### config.mk
export PLATFORM = sky130hd
export DESIGN_NAME = spi_wr_front
export DESIGN_NICKNAME = d
export VERILOG_FILES = /design/src/rtl/spi_wr_pkg.sv /design/src/rtl/spi_wr_sync.sv /design/src/rtl/spi_wr_shift.sv /design/src/rtl/spi_wr_status.sv /design/src/rtl/spi_wr_ctrl.sv /design/src/rtl/spi_wr_front.sv
export SDC_FILE = /design/constraint.sdc
export NUM_CORES = 1
export LEC_CHECK = 0
export BUFFER_PORTS_ARGS = -buffer_cell sky130_fd_sc_hd__buf_2
export CAP_MARGIN = 20
export CORE_MARGIN = 4
export CORE_UTILIZATION = 55
export CTS_BUF_LIST = sky130_fd_sc_hd__clkbuf_8
export DETAILED_ROUTE_END_ITERATION = 16
export PLACE_DENSITY = 0.82
export SLEW_MARGIN = 20
export SYNTH_ARGS = -nofsm -noshare
export SYNTH_HDL_FRONTEND = slang
export SYNTH_SLANG_ARGS = --single-unit
### constraint.sdc
create_clock -name clk -period 2.5 [get_ports clk]
set_clock_uncertainty 0.05 [all_clocks]
set_input_delay 0.375 -clock clk [delete_from_list [all_inputs] [get_ports clk]]
set_output_delay 0.375 -clock clk [all_outputs]
set_load 0.02 [all_outputs]
### src/rtl/spi_wr_pkg.sv
package spi_wr_pkg;

  typedef enum logic [2:0] {
    ST_IDLE,
    ST_OPC,
    ST_AHI,
    ST_ALO,
    ST_DATA,
    ST_SKIP
  } wr_state_t;

  localparam logic [7:0] OPC_WRITE = 8'h02;

  // top2: two most significant page bits
  function automatic logic page_locked(input logic [1:0] code, input logic [1:0] top2);
    case (code)
      2'b00:   page_locked = 1'b0;
      2'b01:   page_locked = top2[1] & top2[0];
      2'b10:   page_locked = top2[1];
      default: page_locked = 1'b1;
    endcase
  endfunction

endpackage

### src/rtl/spi_wr_sync.sv
module spi_wr_sync #(
  parameter int STAGES = 2
) (
  input  logic clk,
  input  logic rst,
  input  logic cs_n,
  input  logic sck,
  input  logic mosi,
  output logic cs_n_s,
  output logic mosi_s,
  output logic sck_rise,
  output logic cs_rise,
  output logic cs_fall
);

  // bit 0: cs_n, bit 1: sck, bit 2: mosi
  localparam logic [2:0] IDLE_VAL = 3'b001;

  logic [2:0] pipe [STAGES];
  logic [1:0] prev_q;

  for (genvar g = 0; g < STAGES; g++) begin : g_stage
    always_ff @(posedge clk) begin
      if (rst) begin
        pipe[g] <= IDLE_VAL;
      end else begin
        if (g == 0) pipe[g] <= {mosi, sck, cs_n};
        else        pipe[g] <= pipe[(g == 0) ? 0 : g - 1];
      end
    end
  end

  always_ff @(posedge clk) begin
    if (rst) prev_q <= 2'b01;
    else     prev_q <= pipe[STAGES-1][1:0];
  end

  assign cs_n_s   = pipe[STAGES-1][0];
  assign mosi_s   = pipe[STAGES-1][2];
  assign sck_rise = pipe[STAGES-1][1] & ~prev_q[1];
  assign cs_rise  = pipe[STAGES-1][0] & ~prev_q[0];
  assign cs_fall  = ~pipe[STAGES-1][0] & prev_q[0];

endmodule

### src/rtl/spi_wr_shift.sv
module spi_wr_shift #(
  parameter int BYTE_W = 8
) (
  input  logic              clk,
  input  logic              rst,
  input  logic              cs_n_s,
  input  logic              sck_rise,
  input  logic              mosi_s,
  output logic              byte_done,
  output logic [BYTE_W-1:0] byte_val,
  output logic              at_bound
);

  localparam int CNT_W = $clog2(BYTE_W);
  localparam logic [CNT_W-1:0] LAST = CNT_W'(BYTE_W - 1);

  logic [CNT_W-1:0]  cnt_q;
  logic [BYTE_W-2:0] sh_q;

  always_ff @(posedge clk) begin
    if (rst || cs_n_s) begin
      cnt_q     <= '0;
      sh_q      <= '0;
      byte_done <= 1'b0;
      byte_val  <= '0;
    end else begin
      byte_done <= 1'b0;
      if (sck_rise) begin
        sh_q  <= {sh_q[BYTE_W-3:0], mosi_s};
        cnt_q <= (cnt_q == LAST) ? '0 : cnt_q + 1'b1;
        if (cnt_q == LAST) begin
          byte_done <= 1'b1;
          byte_val  <= {sh_q, mosi_s};
        end
      end
    end
  end

  assign at_bound = (cnt_q == '0);

endmodule

### src/rtl/spi_wr_status.sv
module spi_wr_status (
  input  logic       clk,
  input  logic       rst,
  input  logic       wel_set,
  input  logic       wel_clr,
  input  logic       bp_load,
  input  logic [1:0] bp_din,
  output logic       wel,
  output logic [1:0] bp
);

  always_ff @(posedge clk) begin
    if (rst) begin
      wel <= 1'b0;
      bp  <= 2'b00;
    end else begin
      if (wel_clr)      wel <= 1'b0;
      else if (wel_set) wel <= 1'b1;
      if (bp_load) bp <= bp_din;
    end
  end

endmodule

### src/rtl/spi_wr_ctrl.sv
module spi_wr_ctrl
  import spi_wr_pkg::*;
#(
  parameter int ADDR_W = 11,
  parameter int PAGE_W = 5
) (
  input  logic              clk,
  input  logic              rst,
  input  logic              cs_rise,
  input  logic              cs_fall,
  input  logic              byte_done,
  input  logic [7:0]        byte_val,
  input  logic              at_bound,
  input  logic              wel,
  input  logic              wip,
  input  logic [1:0]        bp,
  output logic              wel_clr,
  output logic              byte_valid,
  output logic [ADDR_W-1:0] byte_addr,
  output logic [7:0]        byte_data,
  output logic              commit,
  output logic              abort
);

  localparam int PG_W  = ADDR_W - PAGE_W;
  localparam int HI_W  = ADDR_W - 8;
  localparam int LO_PG = 8 - PAGE_W;

  wr_state_t         st_q;
  logic [PG_W-1:0]   page_q;
  logic [PAGE_W-1:0] off_q;
  logic              have_data_q;
  logic              attempt_q;
  logic              accept;

  assign accept = (st_q == ST_DATA) && have_data_q && at_bound && wel && !wip
                  && !page_locked(bp, page_q[PG_W-1 -: 2]);
  assign wel_clr = cs_rise && attempt_q;

  always_ff @(posedge clk) begin
    if (rst) begin
      st_q        <= ST_IDLE;
      page_q      <= '0;
      off_q       <= '0;
      have_data_q <= 1'b0;
      attempt_q   <= 1'b0;
      byte_valid  <= 1'b0;
      byte_addr   <= '0;
      byte_data   <= '0;
      commit      <= 1'b0;
      abort       <= 1'b0;
    end else begin
      byte_valid <= 1'b0;
      commit     <= 1'b0;
      abort      <= 1'b0;
      if (byte_done) begin
        case (st_q)
          ST_OPC: begin
            if (byte_val == OPC_WRITE) begin
              st_q      <= ST_AHI;
              attempt_q <= 1'b1;
            end else begin
              st_q <= ST_SKIP;
            end
          end
          ST_AHI: begin
            page_q[PG_W-1:LO_PG] <= byte_val[HI_W-1:0];
            st_q <= ST_ALO;
          end
          ST_ALO: begin
            page_q[LO_PG-1:0] <= byte_val[7:PAGE_W];
            off_q <= byte_val[PAGE_W-1:0];
            st_q  <= ST_DATA;
          end
          ST_DATA: begin
            byte_valid  <= 1'b1;
            byte_addr   <= {page_q, off_q};
            byte_data   <= byte_val;
            off_q       <= off_q + 1'b1;
            have_data_q <= 1'b1;
          end
          default: ;
        endcase
      end
      if (cs_fall) begin
        st_q        <= ST_OPC;
        have_data_q <= 1'b0;
        attempt_q   <= 1'b0;
      end
      if (cs_rise) begin
        st_q        <= ST_IDLE;
        attempt_q   <= 1'b0;
        have_data_q <= 1'b0;
        if (attempt_q) begin
          commit <= accept;
          abort  <= !accept;
        end
      end
    end
  end

endmodule

### src/rtl/spi_wr_front.sv
module spi_wr_front #(
  parameter int ADDR_W      = 11,
  parameter int PAGE_W      = 5,
  parameter int SYNC_STAGES = 2
) (
  input  logic              clk,
  input  logic              rst,
  input  logic              cs_n,
  input  logic              sck,
  input  logic              mosi,
  output logic              so,
  output logic              so_oe,
  input  logic              wel_set,
  input  logic              bp_load,
  input  logic [1:0]        bp_din,
  input  logic              wip_in,
  output logic              byte_valid,
  output logic [ADDR_W-1:0] byte_addr,
  output logic [7:0]        byte_data,
  output logic              commit,
  output logic              abort,
  output logic              wel,
  output logic [1:0]        bp
);

  logic       cs_n_s, mosi_s, sck_rise, cs_rise, cs_fall;
  logic       byte_done, at_bound, wel_clr;
  logic [7:0] byte_val;

  spi_wr_sync #(.STAGES(SYNC_STAGES)) u_sync (
    .clk(clk), .rst(rst), .cs_n(cs_n), .sck(sck), .mosi(mosi),
    .cs_n_s(cs_n_s), .mosi_s(mosi_s), .sck_rise(sck_rise),
    .cs_rise(cs_rise), .cs_fall(cs_fall)
  );

  spi_wr_shift #(.BYTE_W(8)) u_shift (
    .clk(clk), .rst(rst), .cs_n_s(cs_n_s), .sck_rise(sck_rise),
    .mosi_s(mosi_s), .byte_done(byte_done), .byte_val(byte_val),
    .at_bound(at_bound)
  );

  spi_wr_status u_status (
    .clk(clk), .rst(rst), .wel_set(wel_set), .wel_clr(wel_clr),
    .bp_load(bp_load), .bp_din(bp_din), .wel(wel), .bp(bp)
  );

  spi_wr_ctrl #(.ADDR_W(ADDR_W), .PAGE_W(PAGE_W)) u_ctrl (
    .clk(clk), .rst(rst), .cs_rise(cs_rise), .cs_fall(cs_fall),
    .byte_done(byte_done), .byte_val(byte_val), .at_bound(at_bound),
    .wel(wel), .wip(wip_in), .bp(bp), .wel_clr(wel_clr),
    .byte_valid(byte_valid), .byte_addr(byte_addr), .byte_data(byte_data),
    .commit(commit), .abort(abort)
  );

  // Output pin stays released for the whole write command.
  always_ff @(posedge clk) begin
    so    <= 1'b0;
    so_oe <= 1'b0;
  end

endmodule

* Yosys cells after proc, flatten, opt, wreduce, memory -nomap -nowiden
Memories as Yosys holds them, arrays and structs flattened.
Cells that the tools add are included.
** Word-level totals
- Flip-flop bits (word level) :: 62
- Memory bits (writable) :: 6
- Input port bits :: 10
- Logic and storage cells :: 87
- Memories kept :: 1
** Memory list
- u_sync.pipe :: depth 2, width 3, read ports 2, clocked after Yosys merged registers in 0, wr ports 2, RTL line spi_wr_sync.sv:19 : logic [2:0] pipe [STAGES];
** Cells by class
- Add/subtract/negate cells :: 2
- Eq/ne operators :: 8
- Mux-type cells :: 14
- Bitwise gates (word level) :: 13
- Reductions and logical operators :: 30
** Operators with widths (count)
- 2-bit AND reduction :: 7
- 3-bit 2-to-1 mux :: 4
- 5-bit one-hot mux with 2 select lines :: 1
- 3-bit one-hot mux with 3 select lines :: 1
- 8-bit by 2-bit == test with 1-bit output (second input constant) :: 1
- 2-bit OR reduction :: 4
- 1-bit 2-to-1 mux :: 7
- 1-bit NOT :: 7
- 3-bit by 2-bit == test with 1-bit output (second input constant) :: 2
- 3-bit == test (second input constant) :: 2
- 1-bit logical AND :: 6
- 3-bit OR reduction :: 2
- 5-bit by 1-bit adder with 5-bit output (second input constant) :: 1
- 1-bit AND :: 4
- 2-bit nonzero test :: 2
- 4-bit nonzero test :: 1
- 3-bit by 1-bit adder with 3-bit output (second input constant) :: 1
- 3-bit by 1-bit == test with 1-bit output (second input constant) :: 1
- 1-bit logical NOT :: 3
- 3-bit logical NOT :: 1
- 1-bit one-hot mux with 3 select lines :: 1
- 3-bit AND reduction :: 1
- 3-bit nonzero test :: 1
- 2-bit by 1-bit == test with 1-bit output (second input constant) :: 1
- 4 further kinds :: 5

* Logic depth before layout (Yosys ltp)
Gate-level depths: netlist of run 1.
- Word-level depth :: 7
- Depth in mapped cells :: 6

* Hierarchy
From an unflattened synthesis of run 1, not the netlist that was laid out.
** Second synthesis, totals
- Cells, all modules :: 302
- Area total of the unflattened synthesis :: 2801.4 um^2
** By module, submodules not included
- spi_wr_ctrl :: instances 1, cells an instance 189, area an instance 1607.8 um^2, sequential area each 760.7 um^2
- spi_wr_shift :: instances 1, cells an instance 82, area an instance 849.6 um^2, sequential area each 380.4 um^2
- spi_wr_sync :: instances 1, cells an instance 19, area an instance 229.0 um^2, sequential area each 160.2 um^2
- spi_wr_status :: instances 1, cells an instance 9, area an instance 96.3 um^2, sequential area each 60.1 um^2
- spi_wr_front :: instances 1, cells an instance 3, area an instance 18.8 um^2, sequential area each 0.0 um^2

* Worst setup path after synthesis of run 1
OpenSTA, ideal clock, no wires.
- Path kind :: register to register
- Start :: reg u_ctrl.st_q[0]
- End :: reg u_ctrl.off_q[1]
- Library setup time :: 0.128 ns
- Data arrival time :: 1.261 ns
- Path slack :: 1.062 ns
- Stages on the path, launching flop included :: 6
- Clock period less this slack :: 1.438 ns
- Cells stage by stage :: dfxtp_1 buf_4 nor3b_4 mux2_2 mux2i_1 nor2_1
** Between the ends
- Cells in the longest elaborated chain, start to end :: 3
- Elaborated cells on any way between the ends :: 5
- Those cells by class :: eq/ne: 2; mux: 1; reduce/logical: 2
** RTL lines
- from (decl) :: RTL line spi_wr_ctrl.sv:29 : wr_state_t st_q;
- from (signal assigned) :: RTL line spi_wr_ctrl.sv:42 : st_q <= ST_IDLE;
- from (signal assigned) :: RTL line spi_wr_ctrl.sv:60 : st_q <= ST_AHI;
- from (signal assigned) :: RTL line spi_wr_ctrl.sv:63 : st_q <= ST_SKIP;
- 3-bit by 2-bit == test with 1-bit output or 3-bit == test (tied branches) :: RTL line spi_wr_ctrl.sv:57 : case (st_q)
- 2-bit nonzero test (no line)
- 2-bit AND reduction (no line)
- to (signal assigned) :: RTL line spi_wr_ctrl.sv:72 : off_q <= byte_val[PAGE_W-1:0];
- to (signal assigned) :: RTL line spi_wr_ctrl.sv:79 : off_q <= off_q + 1'b1;
- to (decl) :: RTL line spi_wr_ctrl.sv:31 : logic [PAGE_W-1:0] off_q;
Several ways; a longest one is shown, not always the timed one.
A chain may end at the register's enable or synchronous reset.

* Worst setup path in the final report of run 1
- Start :: reg u_ctrl.st_q[0]
- End :: reg u_ctrl.byte_data[1]
** Between the ends
- Cells in the longest elaborated chain, start to end :: 2
** RTL lines
- 3-bit == test :: RTL line spi_wr_ctrl.sv:57
- 2-bit AND reduction (no line)
- to (signal assigned) :: RTL line spi_wr_ctrl.sv:78 : byte_data <= byte_val;
- to (decl) :: RTL line spi_wr_ctrl.sv:20 : output logic [7:0] byte_data,
Every way passes these cells.

==> results of run 1 <==
## power by group through the flow
stage          logic, mW  registers, mW  clock network, mW
4_1_cts           0.0616           1.10               1.05
5_1_grt           0.0669           1.10               1.10
6_report          0.0608           1.10               1.04
2_1_floorplan     0.0486           1.13                  0
3_5_place_dp      0.0612           1.13                  0
3_3_place_gp      0.0605           1.13                  0
## layout make-up
cell class / count / area share [%]
Multi-Input combinational cell: 207 / 38.1
Sequential cell: 68 / 45.1
Clock inverter: 5 / 2.74
Inverter: 6 / 0.746
Tap cell: 52 / 2.15
Timing Repair Buffer: 36 / 6.13
Clock buffer: 11 / 5.01
## metrics by stage
stage | power [mW] | util (%) | setup WS (ns) | hold slack [ns] | instances
3_3_place_gp | 1.19 | 61.8 | 0.818 | 0.342 | 369
4_1_cts | 2.22 | 67.0 | 0.751 | 0.151 | 385
2_1_floorplan | 1.17 | - | 1.06 | 0.339 | 301
6_report | 2.20 | 67.0 | 0.785 | 0.158 | 385
3_5_place_dp | 1.19 | 61.8 | 0.739 | 0.349 | 369
5_1_grt | 2.27 | 67.0 | 0.584 | 0.154 | 385
## worst reg2reg max path, delay by kind of cell, from the launching register on
kind,cells,cell delay [ns]
AOI/OAI and AO/OA,1,0.08
DFF,1,0.40
and+or+nand+nor,3,1.06
## flip-flops by register name (all words and copies together), names as in the netlist
name,cells
u_ctrl.byte_valid,1
u_shift.byte_val,8
u_ctrl.attempt_q,1
u_ctrl.st_q,3
u_sync.prev_q,2
u_shift.sh_q,7
u_ctrl.byte_addr,11
u_status.wel,1
u_ctrl.have_data_q,1
u_ctrl.page_q,6
u_ctrl.byte_data,8
u_ctrl.abort,1
u_sync.pipe,6
u_shift.byte_done,1
u_ctrl.off_q,5
u_shift.cnt_q,3
u_ctrl.commit,1
u_status.bp,2
## per-layer routing
layer,GRT usage (%),vias up,share of wire (%)
met1,19.5,954,44
li1,-,1054,-
met3,5.15,13,4.4
met4,11.0,0,2.6
met2,31.1,39,49
met5,0,-,0
## cell families (layout without fill, tap and decap cells)
kind of cell / after synthesis / after routing / share of synthesized area, %
simple gates: 131 / 131 / 23.5
flops: 68 / 68 / 51.6
mux: 10 / 10 / 3.84
other cells: 1 / 2 / 0.142
compound gates: 60 / 60 / 14.1
buf+inv: 26 / 58 / 4.84
fa+ha+maj: 4 / 4 / 1.90
## cells in the final DEF, fill, tap and decap left out, types with 2 or more instances in the layout
cell,synthesis,routed
nor2_1,16,16
and3b_1,2,2
nand2_1,71,71
mux2i_1,9,9
nand2b_1,3,3
buf_2,2,34
o32ai_1,2,2
dfxtp_1,68,68
conb_1,1,2
nand3_1,12,12
bufinv_16,0,2
a21oi_2,4,4
o21a_1,2,2
buf_4,3,2
nor3_1,6,6
inv_1,6,6
a21oi_1,41,41
clkbuf_8,0,11
a21o_1,2,2
or2_2,3,3
ha_1,4,4
a21boi_2,2,2
nor2b_1,8,8
## worst max-delay path by stage
stage                    from             endpoint  slack (ns)  cells past startpoint
2_1_floorplan  u_ctrl.st_q[0]      u_ctrl.off_q[1]        1.06                      5
3_3_place_gp   u_ctrl.st_q[0]  u_ctrl.byte_data[7]        0.82                      4
3_5_place_dp   u_ctrl.st_q[0]  u_ctrl.byte_data[1]        0.74                      4
4_1_cts        u_ctrl.st_q[0]  u_ctrl.byte_data[1]        0.75                      4
5_1_grt        u_ctrl.st_q[0]  u_ctrl.byte_data[7]        0.58                      4
6_report       u_ctrl.st_q[0]  u_ctrl.byte_data[1]        0.79                      4
==> metrics.yaml, run 1 <==
synthesis:
  yosys-top-cells-area: "dfxtp_1, nand2_1, a21oi_1"
  synth_top_area_share_pct: 51.6
  synth_cell_types: 43
  avgSynthCellArea_um2: 8.79
  yosys_warnings: 0
  yosysMostFrequentCell: "nand2_1"
  synth_commonest_cells: "nand2_1, dfxtp_1, a21oi_1"
  ys_seq_area_share_pct: 51.6
  synth-edff-count: 0
  synthArstFlopShare_pct: 0
  yosysTopAreaCell: "dfxtp_1"
  syn-cell-area_mm2: 0.00264
  ys.flop_type: "dfxtp_1"
  synthCells: 300
  ys_ff_latch: 68
worst_setup_path:
  required_ns: 2.67
  cp_top_family: "simple AND/OR/NAND/NOR gates"
  critical_path_buf_inv_count: 0
  start_kind: "flop"
  cp_max_fo: 20
  worst_path_largest_cell_delay_ns: 0.47
  reg2reg_slack_ns: 0.79
  r2r_cells: 4
  critPathSlowestCell: "nand2_1"
  critical_path_class: "reg -> reg"
  cp-end-kind: "flop"
  worstReg2RegEnd: "u_ctrl.byte_data[1]"
  crit_top_cell: "nand2_1"
  worstPathCellList: "nor3b_4, nand2_1, nand2_1, a21oi_1"
  r2r_start: "u_ctrl.st_q[0]"
  arrival_ns: 1.88
final_layout:
  final-seq-area_mm2: 0.00136
  drive_gt1_share_pct: 20.4
  n_antenna_cell: 0
  final_net_count: 342
  area_growth_pct: 14.5
  final_area_mm2: 0.00302
  multiInputGateArea_mm2: 0.00115
  nFillCells: 371
global_routing:
  gr-total-overflow: 0
  grtUsageTotal_pct: 18.1
  antenna_found_initial: 0
  grt_pass1_wl_mm: 8.55
  grt_max_degree: 31
  grt_pass1_vias: 1972
hold_path:
  holdPathStages: 2
  hold_path_end: "u_sync.pipe[0][0]"
  hold_path.startpoint: "cs_n"
  hold_path_class: "in -> reg"
floorplanning:
  start_util_pct: 58.5
  die_area_mm2: 0.00597
  die_x_um: 77.2
  ios: 37
  rows: 24
  core_area_mm2: 0.00450
  dieHeight_um: 77.2
placed_design:
  hpwlAfterDp_mm: 3.43
  place.gp.congestion: 0.807
  place_area_mm2: 0.00279
  io_buffers: 34
cts:
  cts_max_path_buffers: 2
  cts_buffers: 9
  cts_htree_levels: 3
  post-cts-setup-buffers: 0
  hold_buffers: 0
  cts_tree: "done"
  clock_latency_ns: 0.35
  numClockSinks: 68
  post_cts_resized: 0
  cts.clk_slew.worst_paths_ns: 0.08
  cts_root_buf: "clkbuf_8"
routing:
  drt_iter0_drc: 110
  firstDrtPassIters: 4
  avgViaCountPerCell: 5.35
  drc: 0
  routed_wl_mm: 5.05
  num_vias: 2060
  wl_per_cell_um: 13.1
  postRouteAntennaNets: 0
timing:
  fin_tns_setup_ns: 0
  rsz0062_at_grt: "false"
  fmax_mhz: 583
  fin_crit_sh_pct: 68.6
  setup-violations-final: 0
  period_needed_ns: 1.71
  tightest_slew_ns: 0.634
  drv_slew: 0
  relSlewSlack_pct: 57.6
  hold_viol: 0
run:
  drv_cap: 0
run_status:
  status: "complete, no violations"
power:
  powerDensity_mw_per_mm2: 730
  power.switching_mw: 0.467
  cellLeakagePower_nw: 1.18
  p_clk_share_pct: 47.2
  seqPwrFrac_pct: 50.0
  pwr-share-comb_pct: 2.8
  p_int_mw: 1.74
  peakVddDrop_uv: 483
  p_sw_share_pct: 21.2
No activity file was read; power rests on OpenSTA's default activity.
==> inputs of run 2 (changes only) <==
--- a/config.mk
+++ b/config.mk
@@ -8,10 +8,10 @@
 export BUFFER_PORTS_ARGS = -buffer_cell sky130_fd_sc_hd__buf_2
 export CAP_MARGIN = 20
 export CORE_MARGIN = 4
-export CORE_UTILIZATION = 55
+export CORE_UTILIZATION = 53
 export CTS_BUF_LIST = sky130_fd_sc_hd__clkbuf_8
 export DETAILED_ROUTE_END_ITERATION = 16
-export PLACE_DENSITY = 0.82
+export PLACE_DENSITY = 0.83
 export SLEW_MARGIN = 20
 export SYNTH_ARGS = -nofsm -noshare
 export SYNTH_HDL_FRONTEND = slang
==> constraint.sdc (replaced) <==
create_clock -name clk -period 1.5 [get_ports clk]
set_clock_uncertainty 0.05 [all_clocks]
set_input_delay 0.225 -clock clk [delete_from_list [all_inputs] [get_ports clk]]
set_output_delay 0.225 -clock clk [all_outputs]
set_load 0.02 [all_outputs]
==> run 2 against run 1 <==
Compared with the run above: setup slack lost 0.70 ns; sequential cell count did not move; die area is 3.4% higher; clock power increased by 56%; global-route usage grew 0.11 points; core utilization down 1.0 points; final area up 4.6%; highest routed layer unchanged; critical path depth did not move; sequential share of layout area down 1.9 points; clock-buffer cell count decreased by 1; non-clock buffer count increased by 13; sequential power increased by 67%.
==> metrics.yaml, run 2 (same netlist as run 1, synthesis figures left out) <==
routing:
  postRouteAntennaNets: 0  # unchanged
  drt_iter0_drc: 124  # was 110
  drc: 0  # unchanged
  firstDrtPassIters: 4  # unchanged
  wl_per_cell_um: 12.4  # was 13.1 µm
  routed_wl_mm: 5.15  # was 5.05 mm
  num_vias: 2130  # was 2060
  avgViaCountPerCell: 5.14  # was 5.35
worst_setup_path:
  worstReg2RegEnd: "u_ctrl.st_q[0]"  # was u_ctrl.byte_data[1]
  critical_path_class: "reg -> reg"  # unchanged
  arrival_ns: 1.59  # was 1.88 ns
  cp-end-kind: "flop"  # unchanged
  cp_max_fo: 5  # was 20
  r2r_cells: 4  # unchanged
  required_ns: 1.67  # was 2.67 ns
  r2r_start: "u_ctrl.st_q[2]"  # was u_ctrl.st_q[0]
  start_kind: "flop"  # unchanged
  reg2reg_slack_ns: 0.08  # was 0.79 ns
power:
  powerDensity_mw_per_mm2: 1130  # was 730 mW/mm²
  p_sw_share_pct: 20.6  # was 21.2%
  seqPwrFrac_pct: 51.4  # was 50.0%
  cellLeakagePower_nw: 1.26  # was 1.18 nW
  power.switching_mw: 0.737  # was 0.467 mW
  pwr-share-comb_pct: 3.2  # was 2.8%
  p_clk_share_pct: 45.4  # was 47.2%
  p_int_mw: 2.84  # was 1.74 mW
  peakVddDrop_uv: 860  # was 483 µV
cts:
  hold_buffers: 0  # unchanged
  cts_tree: "done"  # unchanged
  cts_htree_levels: 3  # unchanged
  cts_buffers: 9  # unchanged
  clock_latency_ns: 0.34  # was 0.35 ns
  cts.clk_slew.worst_paths_ns: 0.07  # was 0.08 ns
  cts_root_buf: "clkbuf_8"  # unchanged
  cts_max_path_buffers: 2  # unchanged
  numClockSinks: 68  # unchanged
hold_path:
  hold_path.startpoint: "cs_n"  # unchanged
  hold_path_end: "u_sync.pipe[0][0]"  # unchanged
  hold_path_class: "in -> reg"  # unchanged
  holdPathStages: 2  # unchanged
timing:
  fin_crit_sh_pct: 94.6  # was 68.6%
  setup-violations-final: 0  # unchanged
  fin_tns_setup_ns: 0  # unchanged
  hold_viol: 0  # unchanged
  whs_ns: 0.0187  # was 0.158 ns
  rsz0062_at_grt: "false"  # unchanged
  fmax_mhz: 704  # was 583 MHz
  setup_ws_ns: 0.0804  # was 0.785 ns
  drv_slew: 0  # unchanged
  period_needed_ns: 1.42  # was 1.71 ns
final_layout:
  final_net_count: 356  # was 342
  top_register: "u_ctrl.byte_addr"  # unchanged
  area_growth_pct: 19.8  # was 14.5%
  utilization_pct: 66.0  # was 67.0%
  largestRegisters: "u_ctrl.byte_addr: 11 flops, u_ctrl.byte_data: 8 flops, u_shift.byte_val: 8 flops"  # unchanged
  drive_gt1_share_pct: 24.8  # was 20.4%
  n_antenna_cell: 0  # unchanged
  final_common_cell: "nand2_1"  # unchanged
  instances_no_fill: 414  # was 385
  largest_reg_flops: 11  # unchanged
  final_cell_mix: "nand2_1, dfxtp_1, a21oi_1"  # unchanged
global_routing:
  grtUsageTotal_pct: 18.2  # was 18.1%
  antenna_found_initial: 0  # unchanged
  grt_max_degree: 34  # was 31
  grt_pass1_wl_mm: 8.85  # was 8.55 mm
  gr-total-overflow: 0  # unchanged
  grt_pass1_vias: 2016  # was 1972
floorplanning:
  dieHeight_um: 78.5  # was 77.2 µm
  start_util_pct: 55.1  # was 58.5%
  rows: 25  # was 24
  ios: 37  # unchanged
  die_x_um: 78.5  # was 77.2 µm
  core_area_mm2: 0.00479  # was 0.00450 mm²
  die_area_mm2: 0.00617  # was 0.00597 mm²
placed_design:
  place.gp.congestion: 0.809  # was 0.807
  io_buffers: 34  # unchanged
  dp.cells: 397  # was 369
  hpwlAfterDp_mm: 3.62  # was 3.43 mm
  place_ws_ns: 0.0471  # was 0.739 ns
run_status:
  status: "complete, no violations"  # unchanged
run:
  drv_cap: 0  # unchanged
==> run 2: cell count changes in the layout (fill, tap and decap cells not counted), moves of 2 or more <==
cell / previous run / this run
clkinv_2: 1 / 3
buf_4: 2 / 13
dfxtp_1: 68 / 65
dfxtp_2: 0 / 3
==> run 2: through the flow <==
stage	power, mW	instance area, µm²
3_3_place_gp	1.99	2910
5_1_grt	3.68	3160
6_report	3.57	3160
3_5_place_dp	1.99	2910
2_1_floorplan	1.96	2640
4_1_cts	3.60	3130
==> run 2: layout make-up <==
| class | instances | area [µm²] |
|---|---|---|
| clock buffers | 10 | 138 |
| clock inverters | 6 | 78.8 |
| fillers | 398 | 1630 |
| inverters | 6 | 22.5 |
| multi-input cells | 208 | 1170 |
| flip-flops and latches | 68 | 1370 |
| well taps | 67 | 83.8 |
| repair buffers | 49 | 299 |
==> run 2: critical path, stage by stage (launching register included) <==
cell and delay [ns]:
dfxtp_2 0.36, and2b_4 0.20, and3b_1 0.25, a2111oi_2 0.37, nor3_1 0.07
==> run 2: routing by layer <==
metal	part of all wire [%]	vias up	routed length, µm	global-route usage [%]
li1	-	1082	-	-
met2	49	55	2550	30.7
met4	2.3	0	117	11.2
met5	0	-	0	0
met1	43	982	2220	20.6
met3	5.1	11	265	4.24
==> run 2: power groups by stage <==
| stage | logic [mW] | clock network [mW] | registers (mW) |
|---|---|---|---|
| finish | 0.114 | 1.62 | 1.84 |
| global route | 0.128 | 1.72 | 1.84 |
| CTS | 0.114 | 1.66 | 1.83 |
| detailed placement | 0.114 | 0 | 1.88 |
| global placement | 0.112 | 0 | 1.88 |
| floorplan | 0.0810 | 0 | 1.88 |
==> run 2: worst max-delay path by stage <==
stage / from / to / slack (ns) / cells after the start
3_5_place_dp: u_ctrl.st_q[2] / u_ctrl.st_q[0] / 0.05 / 4
6_report: u_ctrl.st_q[2] / u_ctrl.st_q[0] / 0.08 / 4
3_3_place_gp: u_shift.byte_val[7] / u_ctrl.attempt_q / 0.07 / 4
2_1_floorplan: u_ctrl.st_q[0] / u_ctrl.off_q[1] / 0.06 / 5
5_1_grt: u_ctrl.st_q[2] / u_ctrl.st_q[0] / 0.01 / 4
4_1_cts: u_shift.byte_val[7] / u_ctrl.attempt_q / 0.009 / 4
==> run 2: timing repair <==
action                     in CTS  in global routing
gates resized for setup         0                  6
setup buffers                   0                  0
setup endpoints to repair       0                  6
==> inputs of run 3 (changes only) <==
--- a/config.mk
+++ b/config.mk
@@ -7,11 +7,13 @@
 export LEC_CHECK = 0
 export BUFFER_PORTS_ARGS = -buffer_cell sky130_fd_sc_hd__buf_2
 export CAP_MARGIN = 20
+export CELL_PAD_IN_SITES_DETAIL_PLACEMENT = 1
+export CELL_PAD_IN_SITES_GLOBAL_PLACEMENT = 1
 export CORE_MARGIN = 4
-export CORE_UTILIZATION = 53
+export CORE_UTILIZATION = 40
 export CTS_BUF_LIST = sky130_fd_sc_hd__clkbuf_8
 export DETAILED_ROUTE_END_ITERATION = 16
-export PLACE_DENSITY = 0.83
+export PLACE_DENSITY = 0.82
 export SLEW_MARGIN = 20
 export SYNTH_ARGS = -nofsm -noshare
 export SYNTH_HDL_FRONTEND = slang
==> run 3 against run 2 <==
Compared with the run above: the run now ends with negative setup slack left; critical path depth did not move; combinational power rose by 11%; non-clock buffer count rose by 4; sequential share of layout area fell by 0.81 points; setup slack got worse by 0.091 ns; maximum frequency fell by 6.0%; via count rose by 5.6%; clock-buffer cell count did not move; critical endpoint unchanged.
==> metrics.yaml, run 3 (same netlist as run 1, synthesis figures left out) <==
worst_setup_path:
  cp_max_fo: 5  # unchanged
  worstPathCellList: "and2b_4, and3b_2, a2111oi_4, nor3_1"  # was and2b_4, and3b_1, a2111oi_2, nor3_1
  worstReg2RegEnd: "u_ctrl.st_q[0]"  # unchanged
  arrival_ns: 1.67  # was 1.59 ns
  start_kind: "flop"  # unchanged
  cp-end-kind: "flop"  # unchanged
  r2r_cells: 4  # unchanged
  critical_path_class: "reg -> reg"  # unchanged
  required_ns: 1.66  # was 1.67 ns
  worst_path_largest_cell_delay_ns: 0.37  # about the same
  reg2reg_slack_ns: -0.01  # was 0.08 ns
  r2r_start: "u_ctrl.st_q[2]"  # unchanged
  critPathSlowestCell: "a2111oi_4"  # was a2111oi_2
floorplanning:
  rows: 29  # was 25
  dieHeight_um: 89.2  # was 78.5 µm
  core_area_mm2: 0.00639  # was 0.00479 mm²
  die_x_um: 89.2  # was 78.5 µm
  ios: 37  # unchanged
  start_util_pct: 41.3  # was 55.1%
  die_area_mm2: 0.00795  # was 0.00617 mm²
final_layout:
  largestRegisters: "u_ctrl.byte_addr: 11 flops, u_ctrl.byte_data: 8 flops, u_shift.byte_val: 8 flops"  # unchanged
  final_cell_mix: "nand2_1, dfxtp_1, a21oi_1"  # unchanged
  multiInputGateArea_mm2: 0.00121  # was 0.00117 mm²
  drive_gt1_share_pct: 25.9  # was 24.8%
  final-seq-area_mm2: 0.00137  # unchanged
  nFillCells: 760  # was 398
  instances_no_fill: 428  # was 414
  n_antenna_cell: 0  # unchanged
  final_common_cell: "nand2_1"  # unchanged
  area_growth_pct: 22.1  # was 19.8%
  top_register: "u_ctrl.byte_addr"  # unchanged
  final_net_count: 360  # was 356
  largest_reg_flops: 11  # unchanged
timing:
  drv_slew: 0  # unchanged
  hold_viol: 0  # unchanged
  fmax_mhz: 662  # was 704 MHz
  period_needed_ns: 1.51  # was 1.42 ns
  setup_ws_ns: -0.0110  # was 0.0804 ns
  whs_ns: 0.0388  # was 0.0187 ns
  setup-violations-final: 1  # was 0
  fin_crit_sh_pct: 101  # was 94.6%
hold_path:
  hold_path.startpoint: "mosi"  # was cs_n
  hold_path_class: "in -> reg"  # unchanged
  holdPathStages: 2  # unchanged
  hold_path_end: "u_sync.pipe[0][2]"  # was u_sync.pipe[0][0]
routing:
  wl_met3_um: 251  # was 265 µm
  wl_per_cell_um: 16.2  # was 12.4 µm
  routed_wl_mm: 6.92  # was 5.15 mm
  drc: 0  # unchanged
  firstDrtPassIters: 5  # was 4
  met1_length_mm: 2.91  # was 2.22 mm
  postRouteAntennaNets: 0  # unchanged
  top_layer: "met4"  # unchanged
  wl_met2_mm: 3.52  # was 2.55 mm
  num_vias: 2250  # was 2130
  drt_iter0_drc: 126  # was 124
  avgViaCountPerCell: 5.26  # was 5.14
cts:
  cts_htree_levels: 3  # unchanged
  cts_tree: "done"  # unchanged
  cts_root_buf: "clkbuf_8"  # unchanged
  numClockSinks: 68  # unchanged
  cts_max_path_buffers: 2  # unchanged
  cts_buffers: 9  # unchanged
  cts.clk_slew.worst_paths_ns: 0.07  # about the same
  clock_latency_ns: 0.34  # about the same
run:
  drv_cap: 0  # unchanged
global_routing:
  grt_pass1_wl_mm: 10.5  # was 8.85 mm
  antenna_found_initial: 0  # unchanged
  grt_max_degree: 34  # unchanged
  grtUsageTotal_pct: 17.5  # was 18.2%
  grt_pass1_vias: 2206  # was 2016
  gr-total-overflow: 0  # unchanged
power:
  powerDensity_mw_per_mm2: 1080  # was 1130 mW/mm²
  cellLeakagePower_nw: 1.27  # was 1.26 nW
  peakVddDrop_uv: 548  # was 860 µV
placed_design:
  hpwlAfterDp_mm: 4.54  # was 3.62 mm
  io_buffers: 34  # unchanged
  place.gp.congestion: 0.849  # was 0.809
  dp.cells: 406  # was 397
run_status:
  violations: "negative setup slack"
  status: "finished with violations"  # was complete, no violations
## run 3: timing repair
action,CTS,global route
hold buffers,1,0
buffers inserted,1,3
endpoints found under the hold margin,1,0
setup endpoints to repair,19,29
resized for setup,4,8
pin swaps,0,3
gates cloned,0,1
## run 3: area by class of cell
type / instances / share of cell area, %
timing repair buffer: 53 / 10.0
tap: 77 / 2.99
clock inverter: 6 / 1.98
multi-input combinational: 208 / 37.6
inverter: 6 / 0.700
clock buffer: 10 / 4.28
sequential: 68 / 42.4
## run 3: metal layers
| layer | vias up | global-route usage [%] |
|---|---|---|
| met1 | 1078 | 20.5 |
| met4 | 0 | 10.4 |
| met5 | - | 0 |
| met3 | 22 | 3.41 |
| li1 | 1096 | - |
| met2 | 54 | 29.5 |
## run 3: power breakdown
part	total [mW]	internal, mW	switching (mW)
registers	1.84	1.82	0.0154
logic	0.127	0.0493	0.0777
clock network	1.52	0.809	0.714
total	3.49	2.68	0.807
## run 3: critical path, delay by kind of cell (launching register included)
kind,cells,cell delay [ns]
DFF,1,0.36
and+or+nand+nor,3,0.60
AOI/OAI and AO/OA,1,0.37
## run 3: worst max path at each step
stage | start | slack, ns | end | cells past startpoint
after global routing | u_ctrl.st_q[1] | -0.14 | u_ctrl.commit | 6
final | u_ctrl.st_q[2] | -0.01 | u_ctrl.st_q[0] | 4
after detailed placement | u_shift.byte_val[4] | -0.06 | u_ctrl.attempt_q | 4
after floorplan | u_ctrl.st_q[0] | 0.06 | u_ctrl.off_q[1] | 5
after global placement | u_ctrl.st_q[2] | 0.06 | u_ctrl.st_q[0] | 4
after CTS | u_ctrl.st_q[2] | 0.005 | u_ctrl.byte_data[2] | 6
## run 3: metrics by stage
| step | power, mW | util, % | cell area (µm²) | setup TNS [ns] | setup WS (ns) |
|---|---|---|---|---|---|
| after floorplan | 1.96 | - | 2640 | 0 | 0.0619 |
| after global placement | 1.99 | 45.5 | 2910 | 0 | 0.0610 |
| after detailed placement | 1.99 | 45.5 | 2910 | -0.140 | -0.0581 |
| after CTS | 3.51 | 49.2 | 3140 | 0 | 0.00485 |
| after global routing | 3.63 | 50.4 | 3220 | -0.261 | -0.139 |
| final | 3.49 | 50.4 | 3220 | -0.0110 | -0.0110 |
